File: config.mk
export PLATFORM = sky130hd
export DESIGN_NAME = conv_seq
export DESIGN_NICKNAME = d
export VERILOG_FILES = /design/src/rtl/conv_seq_pkg.sv /design/src/rtl/cs_instr_mem.sv /design/src/rtl/cs_result_fifo.sv /design/src/rtl/cs_seq_fsm.sv /design/src/rtl/conv_seq.sv
export SDC_FILE = /design/constraint.sdc
export NUM_CORES = 1
export LEC_CHECK = 0
export CAP_MARGIN = 15
export CELL_PAD_IN_SITES_DETAIL_PLACEMENT = 1
export CELL_PAD_IN_SITES_GLOBAL_PLACEMENT = 2
export CORE_MARGIN = 2
export CORE_UTILIZATION = 53
export DETAILED_ROUTE_END_ITERATION = 16
export DONT_BUFFER_PORTS = 1
export MAX_ROUTING_LAYER = met4
export PLACE_DENSITY = 0.95
export SKIP_LAST_GASP = 1
export SYNTH_ARGS = -nofsm -noshare
export SYNTH_HDL_FRONTEND = slang
export SYNTH_HIERARCHICAL = 1
export SYNTH_SLANG_ARGS = --single-unit
File: constraint.sdc
create_clock -name clk -period 11.9 [get_ports clk]
set_input_delay 3.57 -clock clk [delete_from_list [all_inputs] [get_ports clk]]
set_output_delay 3.57 -clock clk [all_outputs]
set_load 0.02 [all_outputs]
File: src/rtl/conv_seq_pkg.sv
package conv_seq_pkg;
  typedef enum logic [2:0] {
    S_IDLE, S_FETCH, S_SELECT, S_ACQ, S_CONV, S_STORE
  } seq_state_t;

  typedef struct packed {
    logic       last;
    logic [3:0] ext;
    logic       short_res;
    logic [2:0] chan;
  } instr_t;
endpackage

File: src/rtl/cs_instr_mem.sv
module cs_instr_mem
  import conv_seq_pkg::*;
#(
  parameter int ENTRIES = 8,
  localparam int AW = $clog2(ENTRIES)
) (
  input  logic          clk,
  input  logic          rst,
  input  logic          we,
  input  logic [AW-1:0] waddr,
  input  instr_t        wdata,
  input  logic          re,
  input  logic [AW-1:0] raddr,
  output instr_t        rdata
);
  instr_t mem [ENTRIES];

  always_ff @(posedge clk) begin
    if (we) mem[waddr] <= wdata;
  end

  always_ff @(posedge clk) begin
    if (rst)     rdata <= '0;
    else if (re) rdata <= mem[raddr];
  end
endmodule

File: src/rtl/cs_result_fifo.sv
module cs_result_fifo #(
  parameter int DEPTH = 32,
  parameter int W     = 16,
  localparam int AW = $clog2(DEPTH),
  localparam int CW = $clog2(DEPTH + 1)
) (
  input  logic          clk,
  input  logic          rst,
  input  logic          push,
  input  logic [W-1:0]  push_data,
  input  logic          pop,
  input  logic [CW-1:0] thr,
  input  logic          dma_en,
  output logic [W-1:0]  rd_data,
  output logic [CW-1:0] level,
  output logic          full,
  output logic          irq,
  output logic          dmarq
);
  logic [W-1:0]  mem [DEPTH];
  logic [AW-1:0] wptr, rptr;
  logic          do_push, do_pop;
  logic [CW-1:0] level_n;

  assign full    = (level == CW'(DEPTH));
  assign do_push = push && !full;
  assign do_pop  = pop && (level != '0);

  always_comb begin
    level_n = level;
    if (do_push && !do_pop) level_n = level + 1'b1;
    if (do_pop && !do_push) level_n = level - 1'b1;
  end

  always_ff @(posedge clk) begin
    if (do_push) mem[wptr] <= push_data;
  end

  always_ff @(posedge clk) begin
    if (rst)         rd_data <= '0;
    else if (do_pop) rd_data <= mem[rptr];
  end

  always_ff @(posedge clk) begin
    if (rst) begin
      wptr  <= '0;
      rptr  <= '0;
      level <= '0;
      irq   <= 1'b0;
      dmarq <= 1'b0;
    end else begin
      if (do_push) wptr <= (wptr == AW'(DEPTH - 1)) ? '0 : wptr + 1'b1;
      if (do_pop)  rptr <= (rptr == AW'(DEPTH - 1)) ? '0 : rptr + 1'b1;
      level <= level_n;
      irq   <= (thr != '0) && (level_n >= thr);
      dmarq <= dma_en && (level_n != '0);
    end
  end

  // The sequencer must never offer a result while the FIFO is full
  assert_no_overflow_R9: assert property (@(posedge clk) disable iff (rst)
    full |-> !push);

  // A pop on an empty FIFO leaves the level at zero
  assert_empty_pop_R12: assert property (@(posedge clk) disable iff (rst)
    (pop && level == '0 && !push) |=> (level == '0));

  // DMA request follows enable and non-empty FIFO
  assert_dma_R11: assert property (@(posedge clk) disable iff (rst)
    dmarq |-> (level != '0));
endmodule

File: src/rtl/cs_seq_fsm.sv
module cs_seq_fsm
  import conv_seq_pkg::*;
#(
  parameter int ENTRIES    = 8,
  parameter int DATA_W     = 16,
  parameter int ADC_W      = 13,
  parameter int SHORT_W    = 9,
  parameter int ACQ_BASE   = 9,
  parameter int CONV_FULL  = 44,
  parameter int CONV_SHORT = 21,
  localparam int AW      = $clog2(ENTRIES),
  localparam int ACQ_MAX = ACQ_BASE + 30,
  localparam int LEN_MAX = (ACQ_MAX > CONV_FULL) ? ACQ_MAX : CONV_FULL,
  localparam int CNT_W   = $clog2(LEN_MAX + 1)
) (
  input  logic              clk,
  input  logic              rst,
  input  logic              go,
  input  logic              continuous,
  input  instr_t            instr,
  input  logic              fifo_full,
  input  logic [ADC_W-1:0]  conv_data,
  output logic              rd_en,
  output logic [AW-1:0]     rd_addr,
  output logic              push,
  output logic [DATA_W-1:0] push_data,
  output logic [2:0]        chan_sel,
  output logic              busy
);
  seq_state_t        state;
  logic [CNT_W-1:0]  cnt;
  logic [DATA_W-1:0] sample;
  logic [DATA_W-1:0] ext_full, ext_short;

  assign ext_full  = {{(DATA_W-ADC_W){conv_data[ADC_W-1]}}, conv_data};
  assign ext_short = {{(DATA_W-SHORT_W){conv_data[SHORT_W-1]}}, conv_data[SHORT_W-1:0]};

  assign rd_en     = (state == S_FETCH);
  assign push      = (state == S_STORE) && !fifo_full;
  assign push_data = sample;

  always_ff @(posedge clk) begin
    if (rst) begin
      state    <= S_IDLE;
      rd_addr  <= '0;
      cnt      <= '0;
      sample   <= '0;
      chan_sel <= '0;
      busy     <= 1'b0;
    end else begin
      case (state)
        S_IDLE: if (go) begin
          state   <= S_FETCH;
          rd_addr <= '0;
          busy    <= 1'b1;
        end
        S_FETCH: state <= S_SELECT;
        S_SELECT: begin
          chan_sel <= instr.chan;
          cnt      <= CNT_W'(ACQ_BASE - 1) + CNT_W'({instr.ext, 1'b0});
          state    <= S_ACQ;
        end
        S_ACQ: begin
          if (cnt == '0) begin
            cnt   <= instr.short_res ? CNT_W'(CONV_SHORT - 1) : CNT_W'(CONV_FULL - 1);
            state <= S_CONV;
          end else begin
            cnt <= cnt - 1'b1;
          end
        end
        S_CONV: begin
          if (cnt == '0) begin
            sample <= instr.short_res ? ext_short : ext_full;
            state  <= S_STORE;
          end else begin
            cnt <= cnt - 1'b1;
          end
        end
        S_STORE: if (!fifo_full) begin
          if (instr.last && !continuous) begin
            state <= S_IDLE;
            busy  <= 1'b0;
          end else begin
            rd_addr <= instr.last ? '0 : rd_addr + 1'b1;
            state   <= S_FETCH;
          end
        end
        default: state <= S_IDLE;
      endcase
    end
  end

  // Full FIFO holds the sequencer in its store step
  assert_store_stall_R9: assert property (@(posedge clk) disable iff (rst)
    (state == S_STORE && fifo_full) |=> (state == S_STORE && busy));

  // Channel select is steady during conversion
  assert_chan_hold_R2: assert property (@(posedge clk) disable iff (rst)
    (state == S_CONV && $past(state) == S_CONV) |-> $stable(chan_sel));

  // Acquisition only leaves towards conversion
  assert_acq_exit_R5: assert property (@(posedge clk) disable iff (rst)
    (state == S_ACQ) |=> (state == S_ACQ || state == S_CONV));

  // Last instruction in single-pass mode ends the run
  assert_halt_R8: assert property (@(posedge clk) disable iff (rst)
    (push && instr.last && !continuous) |=> !busy);
endmodule

File: src/rtl/conv_seq.sv
module conv_seq
  import conv_seq_pkg::*;
#(
  parameter int NUM_INSTR  = 8,
  parameter int FIFO_DEPTH = 32,
  parameter int DATA_W     = 16,
  parameter int ADC_W      = 13,
  parameter int SHORT_W    = 9,
  parameter int ACQ_BASE   = 9,
  parameter int CONV_FULL  = 44,
  parameter int CONV_SHORT = 21,
  localparam int IDX_W = $clog2(NUM_INSTR),
  localparam int LVL_W = $clog2(FIFO_DEPTH + 1),
  localparam int CTL_W = 3 + LVL_W
) (
  input  logic              clk,
  input  logic              rst,
  input  logic              host_wr,
  input  logic [IDX_W:0]    host_addr,
  input  logic [DATA_W-1:0] host_wdata,
  input  logic              host_rd,
  output logic [DATA_W-1:0] rd_data,
  output logic [LVL_W-1:0]  fifo_level,
  input  logic [ADC_W-1:0]  conv_data,
  output logic [2:0]        chan_sel,
  output logic              busy,
  output logic              irq,
  output logic              dma_req
);
  logic              ctl_sel, go, cont_q, dma_en_q;
  logic [LVL_W-1:0]  thr_q;
  logic              rd_en, push, fifo_full;
  logic [IDX_W-1:0]  rd_addr;
  logic [DATA_W-1:0] push_data;
  instr_t            instr;
  logic              unused_wdata_hi;

  assign ctl_sel         = host_addr[IDX_W];
  assign go              = host_wr && ctl_sel && host_wdata[0];
  assign unused_wdata_hi = ^host_wdata[DATA_W-1:CTL_W];

  always_ff @(posedge clk) begin
    if (rst) begin
      cont_q   <= 1'b0;
      dma_en_q <= 1'b0;
      thr_q    <= '0;
    end else if (host_wr && ctl_sel) begin
      cont_q   <= host_wdata[1];
      dma_en_q <= host_wdata[2];
      thr_q    <= host_wdata[CTL_W-1:3];
    end
  end

  cs_instr_mem #(.ENTRIES(NUM_INSTR)) u_mem (
    .clk(clk), .rst(rst),
    .we(host_wr && !ctl_sel), .waddr(host_addr[IDX_W-1:0]),
    .wdata(instr_t'(host_wdata[$bits(instr_t)-1:0])),
    .re(rd_en), .raddr(rd_addr), .rdata(instr)
  );

  cs_seq_fsm #(
    .ENTRIES(NUM_INSTR), .DATA_W(DATA_W), .ADC_W(ADC_W), .SHORT_W(SHORT_W),
    .ACQ_BASE(ACQ_BASE), .CONV_FULL(CONV_FULL), .CONV_SHORT(CONV_SHORT)
  ) u_fsm (
    .clk(clk), .rst(rst), .go(go), .continuous(cont_q), .instr(instr),
    .fifo_full(fifo_full), .conv_data(conv_data), .rd_en(rd_en),
    .rd_addr(rd_addr), .push(push), .push_data(push_data),
    .chan_sel(chan_sel), .busy(busy)
  );

  cs_result_fifo #(.DEPTH(FIFO_DEPTH), .W(DATA_W)) u_fifo (
    .clk(clk), .rst(rst), .push(push), .push_data(push_data),
    .pop(host_rd), .thr(thr_q), .dma_en(dma_en_q), .rd_data(rd_data),
    .level(fifo_level), .full(fifo_full), .irq(irq), .dmarq(dma_req)
  );
endmodule

# == Word level (Yosys, flattened, before mapping) ==
# Memory sizes are Yosys's and may differ from the RTL's. A register that Yosys moved wholly into a read port is not among the register bits.
# Index checks and enable logic that the tools add are counted.
# W data, S select, Z words.
# word_totals
reg_bits,58
mem_bits_rw,584
inputBits,37
out_inout_bits,28
wordCells,95
n_memories,2
# classes
addsub,7
magnitude_cmp,1
eq_ne,15
mux,28
reduce_logical,28
# memory_table
name,depth,word_bits,rd,rd_ports_with_merged_regs,write_ports,line_no,text
u_fifo.mem,32,16,1,1,1,cs_result_fifo.sv:20,logic [W-1:0] mem [DEPTH];
u_mem.mem,8,9,1,1,1,cs_instr_mem.sv:16,instr_t mem [ENTRIES];
# op_table
op,count
$mux W6,5
$mux W3,8
$pmux W3 S6,1
$pmux W6 S3,1
$reduce_bool A6 Y1,3
$mux W16,1
$reduce_and A4 Y1,3
$sub A6 B1 Y6 const B,2
$logic_and A1 B1 Y1,11
$add A5 B1 Y5 const B,2
$eq A5 B5 Y1 const B,2
$mux W5,2
$ne A2 B2 Y1 const B,5
$mux W1,8
$add A4 B5 Y6 const A,1
$add A6 B1 Y6 const B,1
$eq A3 B2 Y1 const B,2
$eq A3 B3 Y1 const B,2
$eq A6 B6 Y1 const B,1
$ge A6 B6 Y1,1
$logic_not A6 Y1,1
$pmux W3 S2,1
$logic_not A1 Y1,5
$ne A2 B1 Y1 const B,2
7 further kinds,8

# == Logic depth before layout (Yosys ltp) ==
# Gate-level depths: netlist of the first run.
# logic_depth
ltp_word,9
depth_mapped,19
ltp_nobuf,18

# == Hierarchy ==
# The synthesis of the first run kept the hierarchy.
# modules_own_cells
mod,instances,cells_each,area_each_um2,seq_area_each_um2
cs_result_fifo,1,1126,21541.9,16055.4
cs_instr_mem,1,179,3186.8,2342.2
cs_seq_fsm,1,192,1639.1,580.6
conv_seq,1,39,435.4,160.2

# == Worst setup path before layout of the first run ==
# Ideal clock, no wire load.
# synth_path
path_kind,input to register
from,in host_rd
to,reg u_fifo.irq
setup_ps,122
arrival_ps,5127
required_time_ps,11778
slack_ps,6652
path_stages,11
path_cell_list,buf_2 nand2_1 maj3_1 o211ai_1 o41ai_1 ha_1 a21o_1 a21oi_1 nor2b_1 o21ai_0 a21oi_1
# synth_via
elab_chain_cells,7
# synth_rtl
element,line_no,text
from (decl),conv_seq.sv:21,"input logic host_rd,"
$logic_and A1 B1 Y1 *,cs_result_fifo.sv:27,assign do_pop = pop && (level != '0);
$logic_not A1 Y1,cs_result_fifo.sv:31,if (do_push && !do_pop) level_n = level + 1'b1;
$logic_and A1 B1 Y1,cs_result_fifo.sv:31,
$mux W6,cs_result_fifo.sv:31,
$mux W6 *,cs_result_fifo.sv:32,if (do_pop && !do_push) level_n = level - 1'b1;
named net u_fifo.level_n[1],cs_result_fifo.sv:23,logic [CW-1:0] level_n;
$ge A6 B6 Y1 *,cs_result_fifo.sv:55,irq <= (thr != '0) && (level_n >= thr);
$logic_and A1 B1 Y1 *,cs_result_fifo.sv:55,
to (signal assigned),cs_result_fifo.sv:55,
to (decl),cs_result_fifo.sv:17,"output logic irq,"
# Mark *: on every way through the listed nets, which the timed path passes. The rest lies on a longest branch.
# A chain may end at the register's enable or synchronous reset.

# == Worst setup path after layout of the first run ==
# layout_path
from,reg u_fifo.level[0]
to,mem u_fifo.mem[6][12] (enable)
# layout_via
elab_chain_cells,6
# layout_rtl
element,line_no,text
from (decl),cs_result_fifo.sv:15,"output logic [CW-1:0] level,"
from (signal assigned),cs_result_fifo.sv:54,level <= level_n;
$eq A6 B6 Y1,cs_result_fifo.sv:25,assign full = (level == CW'(DEPTH));
named net fifo_full,conv_seq.sv:32,"logic rd_en, push, fifo_full;"
$logic_not A1 Y1,cs_seq_fsm.sv:39,assign push = (state == S_STORE) && !fifo_full;
$logic_and A1 B1 Y1,cs_seq_fsm.sv:39,
named net push,conv_seq.sv:32,
$logic_and A1 B1 Y1,cs_result_fifo.sv:26,assign do_push = push && !full;
$mux W1,cs_result_fifo.sv:36,if (do_push) mem[wptr] <= push_data;
$mux W1 (implied by the code),cs_result_fifo.sv:36,
to (decl),cs_result_fifo.sv:20,
# The timed path passes the listed nets, and every way through them passes these cells.

==> results.md, run 1 <==
- Status: completed
- Setup bufs post-CTS: 0
- Reg2Reg Depth: 11
- Diode count: 0
- Die area: ~52000 sq um
- Fillers: around 4500
- Vias: roughly 14000
- HP Start: u_mem/rdata[1]
- Gr usage total: between 20% and 30%
- H-tree levels: 3
- Max Root-Sink Buffers: 3
- Post-synth EDFFs: 584
- Post-route setup TNS: 0 ps
- Max frequency: 0.198 GHz
- Final Non-Filler Cells: roughly 2300
- Mean Syn Cell Area: around 17 sq um
- Maximum VDD drop: 0.000137 V
- Root Buffer: clkbuf_16
- Crit path launch type: flip-flop
- Final ANT Viol Nets: 0
- FF-to-FF Start: u_fifo/level[0]
- Post-synthesis cell type count: 73
- Yosys Warn Count: 6
- First-pass GRT wire length: 99200 um
- CP Class: reg -> reg
- DP Wirelength: 38100 um
- Post-synthesis mux area share: between 10% and 20%
- Drt initial violations: 1247
- Largest cells by area after synthesis: edfxtp_1 65%, mux4_2 9.4%, dfxtp_1 6.0%
- Crit Path Max Fanout: 16
- FF/Latch Area: 19200 sq um
- Leading area contributor after synthesis: edfxtp_1
- Net Count, Synth: around 1600
- Hold path endpoint: u_fsm/chan_sel[1]
- Area grow syn2layout: 11.1%
- Most frequent cells in the layout: 584 x edfxtp_1, 112 x mux4_2, 91 x nor2_1
- Synth Area in Compound Gates: under 10%
- Initial antenna violation count: 0
- Vias in the first global route: approximately 16000
- Row cnt: 82
- WP data arrival: ~5300 ps
- Worst-skew pair later-pin latency: 630 ps
- Power per cell area: ~190 nW/um^2
- Num CTS Buffers: 69
- Clk_skew: approximately 34 ps
- Adder-Cell Fraction of Synth Area: 0.924%
- Residual DRC: 0
- Hold depth: 2
- Routed WL: approximately 66000 um
- Sequential-to-total area share from yosys stat: between 70% and 80%
- Hold buffer count at CTS: 0
- Mapped Cells: ~1500
- Pre-Repair DR Iteration Count: 7
- Worst endpoint required time: 12120 ps
- Pin count of the biggest net entering global routing: 82
- Simple-Gate Fraction of Synth Area: 5.47%
- Max-slew headroom: between 20% and 30%
- Multi-input gate area: around 7000 sq um
- Final critical-path required period: between 5000 and 6000 ps
- Tightest Pin Transition: 1170 ps
- I/O pins: 65
- Xor/xnor share of the synthesized area: less than 1%
- Fin. max-slew vios: 0
- RePlAce Congestion: approximately 0.78
- Synth Register Bits: approximately 660
- Clock transition at path regs: approximately 60 ps
- Max-cap violations: 0
- CTS tree: yes
- Synthesized area: 26800 sq um
- Die Span Y: between 200 and 250 um
- Ys flop type: edfxtp_1
- Vias/cell: roughly 6.3
- Chip width: around 230 um
- IO Port Bufs: 0
- Routed wire per std cell: 28.9 um
- Ys async rst share: 0%
- Reg2reg end: u_fifo/mem[6][12]
- Final nets: approximately 1600
- RSZ-0062 raised after global routing: no
- Dpl cells: roughly 2200
- Congestion Overflow GR: 0
- Clock sink count: approximately 660
- Final worst-path cycle share: 42.4%
- Final hold vios: 0
- Class of the most critical hold timing path: reg -> reg
- CP endpoint kind: flip-flop
- Synth top area share: between 60% and 70%
- Share of cells above drive strength 1: 23.0%
- Core area: ~50000 sq um
- Final setup vio count: 0
- Largest family of logic cells by synthesized area: multiplexers
- Number of gates resized after CTS: 0
- Most common cell after layout, fill and taps aside: edfxtp_1
- Lkg Pwr: between 8 and 9 nW
- Starting Density: between 50% and 60%
- Reg-to-reg setup timing slack: about 6800 ps
## worst max-delay path, stage by stage (launching register included)
cell and delay, ps:
dfxtp_1 680, inv_1 220, ha_1 290, nor4b_4 170, nand2_1 240, inv_1 140, nor3_1 210, buf_4 230
inv_1 140, a21oi_1 680, nand2_1 590, nor2_2 1030
## Yosys cell counts, drive strengths merged (6+ instances only)
master	number
ha	19
dfxtp	80
inv	24
nand2	35
o21ai	55
nor2	101
nand3	14
nand2b	10
o22ai	9
mux2	50
mux2i	47
nor3b	7
and3	7
a21bo	8
a221o	8
mux4	112
clkbuf	33
a31oi	6
a221oi	16
a211oi	35
buf	59
edfxtp	584
nor2b	43
nor3	22
a21oi	83
## where the power goes
| group | total, mW | internal, mW | leakage (nW) | switching, mW |
|---|---|---|---|---|
| clock network | 2.10 | 1.19 | 1.06 | 0.906 |
| registers | 2.72 | 2.56 | 5.73 | 0.159 |
| logic | 0.837 | 0.363 | 2.15 | 0.474 |
| total | 5.66 | 4.12 | 8.94 | 1.54 |
## layout make-up
cell class                 count  share of cell area [%]
sequential                   664                    64.3
multi-input combinational    756                    23.8
clock buffer                  99                    6.52
tap                          672                    2.82
timing repair buffer          45                    1.36
clock inverter                29                   0.899
inverter                      24                   0.303
## per-layer routing
layer  track usage [%]  vias up  wire, um
met5                 -        -         0
met4              9.66        0      2230
met3              5.24      142      3960
met2              44.6      488     34500
met1              31.8     7527     25400
li1                  -     6170         -
## registers in the layout, indices dropped and copies added (netlist names)
name             flops
dma_en_q             1
u_fifo/rd_data      16
u_mem/rdata          9
u_fsm/busy           1
u_fifo/dmarq         1
u_fsm/cnt            6
u_fifo/level         6
u_mem/mem           72
u_fsm/state          3
u_fsm/rd_addr        3
cont_q               1
thr_q                6
u_fsm/chan_sel       3
u_fifo/mem         512
u_fifo/wptr          5
u_fifo/rptr          5
u_fsm/push_data     13
u_fifo/irq           1
## how the worst max path moves through the flow
| stage | startpoint | to | slack, ps | depth (start not counted) |
|---|---|---|---|---|
| after CTS | u_fifo/level[0] | u_fifo/mem[14][3] | 6800 | 11 |
| after global placement | host_rd | u_fifo/irq | 6620 | 9 |
| after detailed placement | host_rd | u_fifo/irq | 6630 | 9 |
| after global routing | u_fifo/level[0] | u_fifo/mem[14][7] | 6430 | 11 |
| final | u_fifo/level[0] | u_fifo/mem[6][12] | 6850 | 11 |
| after floorplan | host_rd | u_fifo/irq | 6650 | 11 |
## logic make-up (layout without fill, tap and decap cells)
kind of cell               Yosys count  after routing
muxes                              209            209
and+or+nand+nor                    273            273
buffers and inverters              116            197
DFF                                664            664
adders and majority gates           20             20
AOI/OAI and AO/OA                  250            250
xor gates and xnor gates             4              4
## metrics by stage
step / hold WS, ps / worst slack (ps) / total power [mW] / area (sq um) / util, %
finish: 455 / 6850 / 5.66 / 29800 / 59.5
detailed placement: 453 / 6630 / 3.60 / 27500 / 54.9
global placement: 448 / 6620 / 3.56 / 27500 / 54.9
CTS: 458 / 6800 / 5.70 / 29700 / 59.3
floorplan: 425 / 6650 / 3.38 / 26800 / -
global route: 481 / 6430 / 5.85 / 29800 / 59.5
Power figures use the tool's default switching activity.
==> inputs of run 2 (changes only) <==
- CORE_UTILIZATION: 53 -> 44
- PLACE_DENSITY: 0.95 -> 0.87
- clock period: 11.9 -> 4.23 ns (I/O delays scaled with it)
==> run 2 against run 1 <==
Net effect: register-to-register slack got worse by 6300 ps; wire length fell by 2.4%; clock power rose to 2.7 times the previous value; flip-flop and latch count did not move; die area rose by 20%; global-route usage fell by 4.9 points; count of clock-buffer cells in the layout fell by 6; via count fell by 0.54%; design area rose by 0.85%; hold slack improved by 3.4 ps; non-clock buffer count rose by 23; largest cell class unchanged.
==> results.md, run 2 (same netlist as run 1, synthesis figures left out) <==
- Final critical-path required period: 3720 ps (was 5050 ps)
- Residual DRC: 0 (unchanged)
- Total power: 15.9 mW (was 5.66 mW)
- Clock transition at path regs: 60 ps (about the same)
- Largest registers: u_fifo/mem (512), u_mem/mem (72), u_fifo/rd_data (16) (unchanged)
- Max frequency: 0.269 GHz (was 0.198 GHz)
- Share of cells above drive strength 1: 23.6% (was 23.0%)
- CTS tree: yes (unchanged)
- Clock sink count: 664 (unchanged)
- Class of the most critical hold timing path: reg -> reg (unchanged)
- Final worst-path cycle share: 87.9% (was 42.4%)
- Gr usage total: 21.5% (was 26.4%)
- Area grow syn2layout: 12.0% (was 11.1%)
- Final hold vios: 0 (unchanged)
- Vias/cell: 5.89 (was 6.26)
- Fillers: 5602 (was 4485)
- Pin count of the biggest net entering global routing: 130 (was 82)
- Lkg Pwr: 8.99 nW (was 8.94 nW)
- WP data arrival: 4210 ps (was 5270 ps)
- Top reg by flops: u_fifo/mem (unchanged)
- RePlAce Congestion: 0.781 (was 0.783)
- Worst endpoint required time: 4720 ps (was 12120 ps)
- Power per cell area: 530 nW/um^2 (was 190 nW/um^2)
- First-pass GRT wire length: 97900 um (was 99200 um)
- Root Buffer: clkbuf_16 (unchanged)
- Die Span Y: 251 um (was 229 um)
- Clk_skew: 26.7 ps (was 34.2 ps)
- Crit path launch type: flip-flop (unchanged)
- Slowest stage cell, crit path: nor3_2 (was nor2_2)
- H-tree levels: 3 (unchanged)
- Core area: 60200 sq um (was 50100 sq um)
- Final ANT Viol Nets: 0 (unchanged)
- Worst-skew pair later-pin latency: 620 ps (was 630 ps)
- Final nets: 1638 (was 1616)
- Most frequent cells in the layout: 584 x edfxtp_1, 112 x mux4_2, 100 x nor2_1 (was 584 x edfxtp_1, 112 x mux4_2, 91 x nor2_1)
- Max reg flops: 512 (unchanged)
- Pre-Repair DR Iteration Count: 5 (was 7)
- Max-cap violations: 0 (unchanged)
- FF/Latch Area: 19200 sq um (about the same)
- Status: completed (unchanged)
- Vias in the first global route: 15365 (was 15596)
- DP Wirelength: 38900 um (was 38100 um)
- I/O pins: 65 (unchanged)
- Initial antenna violation count: 1 (was 0)
- Num CTS Buffers: 68 (was 69)
- Maximum VDD drop: 0.000395 V (was 0.000137 V)
- Tightest Pin Transition: 1190 ps (was 1170 ps)
- Chip width: 251 um (was 229 um)
- Final setup vio count: 0 (unchanged)
- Fin. max-slew vios: 0 (unchanged)
- RSZ-0062 raised after global routing: no (unchanged)
- CP Class: reg -> reg (unchanged)
- Max Root-Sink Buffers: 3 (unchanged)
- Starting Density: 44.5% (was 53.5%)
- CP cell instances: inv_1 -> ha_1 -> nor4b_4 -> nand2_1 -> inv_1 -> nor3_2 -> inv_1 -> a21oi_1 -> buf_4 -> o221ai_1 -> xnor2_1 -> ha_1 -> nand2b_1 -> a21o_1 -> a21oi_1 -> nor2b_1 -> o21ai_0 -> a21oi_1 (was inv_1 -> ha_1 -> nor4b_4 -> nand2_1 -> inv_1 -> nor3_1 -> buf_4 -> inv_1 -> a21oi_1 -> nand2_1 -> nor2_2)
- Routed WL: 64500 um (was 66100 um)
- CP endpoint kind: flip-flop (unchanged)
- Drt initial violations: 1011 (was 1247)
- Largest stage delay on the critical path: 350 ps (was 1030 ps)
- Die area: 62900 sq um (was 52400 sq um)
- Vias: 14250 (was 14327)
- Multi-input gate area: 7060 sq um (was 7080 sq um)
- Most common cell after layout, fill and taps aside: edfxtp_1 (unchanged)
- Reg-to-reg setup timing slack: 510 ps (was 6850 ps)
- Max-slew headroom: 20.3% (was 21.6%)
- Row cnt: 90 (was 82)
- Crit Path Max Fanout: 9 (was 16)
- IO Port Bufs: 0 (unchanged)
- Routed wire per std cell: 26.7 um (was 28.9 um)
- Post-route setup TNS: 0 ps (unchanged)
- Congestion Overflow GR: 0 (unchanged)
-- run 2: changes by cell type in the layout (fill, tap and decap cells not counted), sizes merged --
| cell | change |
|---|---|
| clkinvlp | -1 |
| clkinv | +3 |
| bufinv | +1 |
| diode | +1 |
| clkbuf | -6 |
| buf | +23 |
-- run 2: report_power, final --
group	switching [mW]	internal (mW)	leakage, nW
clock	2.50	3.27	1.04
sequential	0.362	7.21	5.69
combinational	1.42	1.15	2.26
-- run 2: cell type report --
class / instances / area share (%)
multi-input combinational: 756 / 23.5
timing repair buffer: 68 / 2.03
clock inverter: 32 / 1.01
inverter: 24 / 0.300
clock buffer: 93 / 6.11
sequential: 664 / 63.8
tap: 782 / 3.26
antenna: 1 / 0.00833
-- run 2: per-layer routing --
metal  vias up  GRT usage, %  part of all wire [%]
met5         -             -                     0
met4         0          7.37                   3.3
met3       130          4.60                   6.4
met2       423          35.9                    51
met1      7469          26.1                    40
li1       6228             -                     -
-- run 2: worst paths after layout --
| path | end | cells after the start | startpoint |
|---|---|---|---|
| setup / recovery | u_fifo/irq | 18 | u_fifo/level[0] |
| hold / removal | u_fsm/chan_sel[0] | 2 | u_mem/rdata[0] |
| setup reg to reg | u_fifo/irq | 18 | u_fifo/level[0] |
| hold reg to reg | u_fsm/chan_sel[0] | 2 | u_mem/rdata[0] |
-- run 2: through the flow --
step                      cells  util (%)  worst slack, ps  hold WS, ps  instance area [sq um]
after floorplan            1536         -              155          425                  26800
after global placement     2289      46.1              428          445                  27800
after detailed placement   2289      46.1              404          448                  27800
after CTS                  2414      49.6              306          461                  29900
after global routing       2420      49.8              228          489                  30000
final                      2420      49.8              510          459                  30000
-- run 2: worst max-delay path, delay by kind of cell (launching register included) --
family                   cells  cell delay, ps
adder cells (fa/ha/maj)      2             540
flip-flops                   1             340
XOR/XNOR                     1             280
buffers and inverters        4             650
AND/OR/NAND/NOR              5             890
AO/OA/AOI/OAI                6             910
-- run 2: what timing repair did --
| item | in CTS | in global routing |
|---|---|---|
| setup endpoints to repair | 0 | 1 |
| resized for setup | 0 | 1 |
| hold buffers | 0 | 0 |
| buffers inserted | 0 | 0 |
